### config.mk
export PLATFORM = sky130hd
export DESIGN_NAME = gai_refresh_unit
export DESIGN_NICKNAME = d
export VERILOG_FILES = /design/src/rtl/gai_pkg.sv /design/src/rtl/gai_addr_step.sv /design/src/rtl/gai_refresh_ctr.sv /design/src/rtl/gai_bus_mux.sv /design/src/rtl/gai_refresh_unit.sv
export SDC_FILE = /design/constraint.sdc
export NUM_CORES = 1
export LEC_CHECK = 0
export BUFFER_PORTS_ARGS = -buffer_cell sky130_fd_sc_hd__buf_2
export CAP_MARGIN = 10
export CORE_ASPECT_RATIO = 0.75
export CORE_MARGIN = 4
export CORE_UTILIZATION = 52
export DETAILED_ROUTE_END_ITERATION = 12
export GPL_ROUTABILITY_DRIVEN = 0
export PLACE_DENSITY = 0.81
export SLEW_MARGIN = 25
export SYNTH_ARGS = -nofsm -noshare
export SYNTH_HDL_FRONTEND = slang
export SYNTH_SLANG_ARGS = --single-unit
### constraint.sdc
create_clock -name clk -period 3.65 [get_ports clk]
set_clock_uncertainty 0.1 [all_clocks]
set_input_delay 0.1825 -clock clk [delete_from_list [all_inputs] [get_ports clk]]
set_output_delay 0.1825 -clock clk [all_outputs]
set_load 0.005 [all_outputs]
### src/rtl/gai_pkg.sv
// Shared definitions for the display-address stepper and refresh generator.
// Assumes the 3-bit step-mode encoding given in the brief.
package gai_pkg;

    typedef enum logic [2:0] {
        MODE_STEP1  = 3'b000,
        MODE_STEP2  = 3'b001,
        MODE_STEP4  = 3'b010,
        MODE_STEP8  = 3'b011,
        MODE_STEP16 = 3'b100,
        MODE_HOLD   = 3'b101,
        MODE_HALF_A = 3'b110,
        MODE_HALF_B = 3'b111
    } step_mode_e;

    // largest left shift used for a step size or a refresh placement
    localparam int unsigned MAX_SHIFT = 4;

    // true for the two half-rate codes
    function automatic logic is_half_rate(input logic [2:0] m);
        return m[2] & m[1];
    endfunction

    // true for the five fixed power-of-two step codes
    function automatic logic is_pow2_step(input logic [2:0] m);
        return (m <= 3'(MODE_STEP16));
    endfunction

    // shift used both for step size and refresh field position
    function automatic logic [2:0] mode_shift(input logic [2:0] m);
        return is_pow2_step(m) ? m : 3'd0;
    endfunction

endpackage

### src/rtl/gai_addr_step.sv
// Display address register with programmable stepping.
// Assumes: load has priority over a strobe; half-rate phase is kept here
// and cleared on load; stepping only while 'run' is high.
module gai_addr_step
    import gai_pkg::*;
#(
    parameter int ADDR_W = 20
) (
    input  logic              clk,
    input  logic              rst_n,
    input  logic              run,
    input  logic [2:0]        mode,
    input  logic              load,
    input  logic [ADDR_W-1:0] load_val,
    input  logic              strobe,
    output logic [ADDR_W-1:0] addr
);

    logic              half_phase;
    logic [ADDR_W-1:0] step_val;
    logic              do_step;

    // step amount for the current mode (0 when the mode does not advance)
    always_comb begin
        step_val = '0;
        do_step  = 1'b0;
        if (is_pow2_step(mode)) begin
            step_val = ADDR_W'(1) << mode_shift(mode);
            do_step  = 1'b1;
        end else if (is_half_rate(mode)) begin
            step_val = ADDR_W'(1);
            do_step  = half_phase;
        end
    end

    // address and half-rate phase registers
    always_ff @(posedge clk) begin
        if (!rst_n) begin
            addr       <= '0;
            half_phase <= 1'b0;
        end else if (load) begin
            addr       <= load_val;
            half_phase <= 1'b0;
        end else if (run && strobe) begin
            if (do_step) begin
                addr <= addr + step_val;
            end
            if (is_half_rate(mode)) begin
                half_phase <= ~half_phase;
            end
        end
    end

endmodule

### src/rtl/gai_refresh_ctr.sv
// DRAM refresh row counter: counts down once per frame-buffer access and
// wraps through all ones. Assumes one access strobe per clock at most.
module gai_refresh_ctr #(
    parameter int REF_W = 8
) (
    input  logic             clk,
    input  logic             rst_n,
    input  logic             access,
    output logic [REF_W-1:0] count
);

    // down counter, free running on access strobes
    always_ff @(posedge clk) begin
        if (!rst_n) begin
            count <= '0;
        end else if (access) begin
            count <= count - REF_W'(1);
        end
    end

endmodule

### src/rtl/gai_bus_mux.sv
// Selects what drives the multiplexed frame-buffer bus: the display address,
// or during refresh the refresh count shifted to the mode's field position
// with every other bit low. Assumes BUS_W >= REF_W + MAX_SHIFT and
// ADDR_W == BUS_W + UP_W.
module gai_bus_mux
    import gai_pkg::*;
#(
    parameter int ADDR_W = 20,
    parameter int BUS_W  = 16,
    parameter int UP_W   = 4,
    parameter int REF_W  = 8
) (
    input  logic              refresh,
    input  logic [2:0]        mode,
    input  logic [REF_W-1:0]  ref_count,
    input  logic [ADDR_W-1:0] addr,
    output logic [BUS_W-1:0]  bus,
    output logic [UP_W-1:0]   upper
);

    localparam int NPOS  = MAX_SHIFT + 1;
    localparam int PAD_W = BUS_W - REF_W;

    logic [BUS_W-1:0] placed [NPOS];
    logic [2:0]       pos_sel;

    // one candidate bus word per refresh field position
    for (genvar k = 0; k < NPOS; k++) begin : g_place
        assign placed[k] = {{PAD_W{1'b0}}, ref_count} << k;
    end

    // field position chosen by the step mode
    always_comb begin
        pos_sel = mode_shift(mode);
    end

    // bus source select
    always_comb begin
        if (refresh) begin
            bus   = placed[pos_sel];
            upper = '0;
        end else begin
            bus   = addr[BUS_W-1:0];
            upper = addr[ADDR_W-1 -: UP_W];
        end
    end

endmodule

### src/rtl/gai_refresh_unit.sv
// Top: display address stepping plus DRAM refresh output on the
// multiplexed frame-buffer bus. Sync output is forced low until the start
// bit is set, which keeps refresh on the bus and the address still.
module gai_refresh_unit
    import gai_pkg::*;
#(
    parameter int ADDR_W = 20,
    parameter int BUS_W  = 16,
    parameter int UP_W   = 4,
    parameter int REF_W  = 8
) (
    input  logic              clk,
    input  logic              rst_n,
    input  logic              start_bit,
    input  logic [2:0]        inc_mode,
    input  logic              load_start,
    input  logic [ADDR_W-1:0] start_addr,
    input  logic              disp_strobe,
    input  logic              fb_strobe,
    input  logic              hsync_n_in,
    output logic              hsync_n_out,
    output logic [ADDR_W-1:0] disp_addr,
    output logic [BUS_W-1:0]  bus_out,
    output logic [UP_W-1:0]   bus_upper,
    output logic              refresh_on
);

    logic [REF_W-1:0] ref_count;

    // sync gating: low until started, refresh whenever sync is low
    always_comb begin
        hsync_n_out = start_bit & hsync_n_in;
        refresh_on  = ~hsync_n_out;
    end

    gai_addr_step #(
        .ADDR_W (ADDR_W)
    ) i_addr_step (
        .clk      (clk),
        .rst_n    (rst_n),
        .run      (start_bit),
        .mode     (inc_mode),
        .load     (load_start),
        .load_val (start_addr),
        .strobe   (disp_strobe),
        .addr     (disp_addr)
    );

    gai_refresh_ctr #(
        .REF_W (REF_W)
    ) i_refresh_ctr (
        .clk    (clk),
        .rst_n  (rst_n),
        .access (fb_strobe),
        .count  (ref_count)
    );

    gai_bus_mux #(
        .ADDR_W (ADDR_W),
        .BUS_W  (BUS_W),
        .UP_W   (UP_W),
        .REF_W  (REF_W)
    ) i_bus_mux (
        .refresh   (refresh_on),
        .mode      (inc_mode),
        .ref_count (ref_count),
        .addr      (disp_addr),
        .bus       (bus_out),
        .upper     (bus_upper)
    );

endmodule

==> run metrics <==
status=finished clean; first-pass GRT wire length=11300 µm; Antenna diodes=0; final net count=approximately 420; core box area=between 4000 and 5000 µm²; Avg Cell Area, Syn=7.38 µm²; post-cts resize count=0; CP top delay family=simple AND/OR/NAND/NOR gates; worst hold path type=input pin to register; met3 Usage GRT=between 6 and 7%; via count=around 2.7k; crit start category=input pin; vias in the first global route=2339; Syn Std Cell Area=approximately 2400 µm²; DRT Wirelength=between 7000 and 8000 µm; final setup fails=0; num ports=72; final worst slack=slightly above 0.7 ns; biggest cell delay along the critical path=around 0.48 ns; clk buf depth=2; IO Port Bufs=between 70 and 80; total negative slack=0 ns; Multi-input gate area=~1600 µm²; pin count of the biggest net entering global routing=34; min Tclk post-route=between 2 and 3 ns; clk_lat worst skew=0.29 ns; Worst slew margin=between 40 and 50%; final hold vios=0; Initial DRC Count=about 360; top post-synthesis cells by area=dfxtp_1 (25%), a21oi_1 (5.5%), o21ai_0 (5.3%); width of the die=approximately 86 µm; ys flop type=dfxtp_1; chip height=about 66 µm; Row Count=20; initial antenna violation count=0; total chip power=between 1 and 1.5 mW; Worst-Margin Slew=~0.90 ns; layout cell share with drive strength beyond 1=23.1%; total global routing overflow=0; cell taking the most area after synthesis=dfxtp_1; Cells after Synth=320; total track usage=between 20% and 30%; layer with the highest usage=met2; Fill cells=approximately 390; Yosys reg bits=29; Num CTS Buffers=5; synth unique cells=just over 50; Leak=1.26 nW; period utilization=80.6%; post-synth top area share=24.6%; commonest non-fill, non-tap cell in the layout=buf_2; Synth async-reset ratio=0%; TritonCTS clock tree=built; Routed wire per std cell=16.6 µm; met2 usage=between 30% and 40%; postcts setup bufs=0; critical path required time=3.77 ns; max-slew violations=0; CP Class=input pin to register; register area=581 µm²; DP Wirelength=5270 µm; CP arrival=just over 3 ns; crit-path max FO=14; Worst IR Drop VDD=approximately 250 µV; Area Growth Syn to Fin=18.9%; Max-Cap Viols=0; Clk pin slew, worst setup/hold paths=0.06 ns; RSZ-0062 raised after global routing=no; cts hold-fix bufs=0; die area=roughly 5700 µm²; Post-synth EDFFs=0; cell breakdown of the critical path=buf_2, nor2_1, mux2_2, ha_1, inv_1, fa_1, nand2b_1, a211oi_1, o211ai_1, or4_1, a31oi_1; met1 GRT Util=36.0%; Max Clk Rate=around 340 MHz; first-pass iteration count of the detailed router=6; Seq/Total Area, Yosys=about a quarter; Critical path buffers and inverters=2; DRC viols=0; CTS sink cnt=29; H-tree Lvls=2; Place WS=about 0.48 ns; CP max stage cell=or4_1; CP endpoint kind=register; yosys warns=0; initial core utilization=between 50% and 60%; vias per cell=6.15; Final ANT Viol Nets=0; root buf cell=clkbuf_8; commonest non-fill, non-tap cells in the layout=buf_2 (71), nor2_1 (29), dfxtp_1 (29); power density of the placed cells=about 370 nW/µm²
synth_stat cells, types with 3 or more instances:
master and instances:
o31ai_1 8, a221oi_1 4, or4_1 7, and3_1 9
inv_1 12, o21ai_0 25, a22oi_1 7, a21o_1 3
mux2i_1 7, xor2_1 7, nand2_1 26, ha_1 9
nor2_1 29, a21oi_1 26, nor2b_1 5, nand3_1 6
xnor2_1 6, and2_1 6, nand3b_1 4, nor3_1 4
buf_2 4, or3_1 4, clkbuf_1 19, o211ai_1 3
a211oi_1 6, nand4_1 3, dfxtp_1 29, a31oi_1 14
worst paths after layout:
kind         cells after the start                              start  slack [ns]                                   to
max                             11                        inc_mode[1]        0.71    i_addr_step.addr[18]$_SDFFE_PN0P_
min                              2                          fb_strobe        0.07  i_refresh_ctr.count[1]$_SDFFE_PN0P_
max reg2reg                      8   i_addr_step.addr[0]$_SDFFE_PN0P_        0.98    i_addr_step.addr[18]$_SDFFE_PN0P_
min reg2reg                      2  i_addr_step.addr[19]$_SDFFE_PN0P_        0.41    i_addr_step.addr[19]$_SDFFE_PN0P_
per-layer routing:
metal	part of all wire [%]	wire length (µm)	vias up
met3	8.0	570	10
met2	42	3030	112
met4	0.77	55	0
li1	-	-	1292
met1	49	3500	1244
met5	0	0	-
power breakdown:
group          internal, mW  switching, mW  leakage, nW
clock network         0.222          0.128       0.0585
logic                 0.124          0.145        0.958
registers             0.347         0.0622        0.240
total                 0.693          0.335         1.26
registers in the layout, indices dropped and copies added, names as in the netlist:
signal / flops
i_refresh_ctr.count: 8
i_addr_step.addr: 20
i_addr_step.half_phase: 1
logic make-up after synthesis:
group,after synthesis,share of synthesized area [%]
other cells,1,0.159
compound gates,111,30.2
simple gates,110,24.3
mux,8,3.44
fa+ha+maj,10,5.61
buf+inv,38,6.89
xor+xnor,13,4.82
flops,29,24.6
area by class of cell:
class / count / share of cell area, %
well taps: 55 / 2.45
repair buffers: 73 / 13.2
inverters: 12 / 1.60
flip-flops and latches: 29 / 20.7
clock buffers: 7 / 3.07
clock inverters: 1 / 1.07
multi-input cells: 255 / 57.9
per-stage QoR:
step,hold WS (ns),area [µm²],util [%],instances
global route,0.0607,2810,66.8,432
CTS,0.0604,2810,66.8,432
detailed placement,0.356,2690,64.0,424
global placement,0.341,2690,64.0,424
floorplan,0.177,2370,-,322
finish,0.0668,2810,66.8,432
No activity file was read; power rests on OpenSTA's default activity.
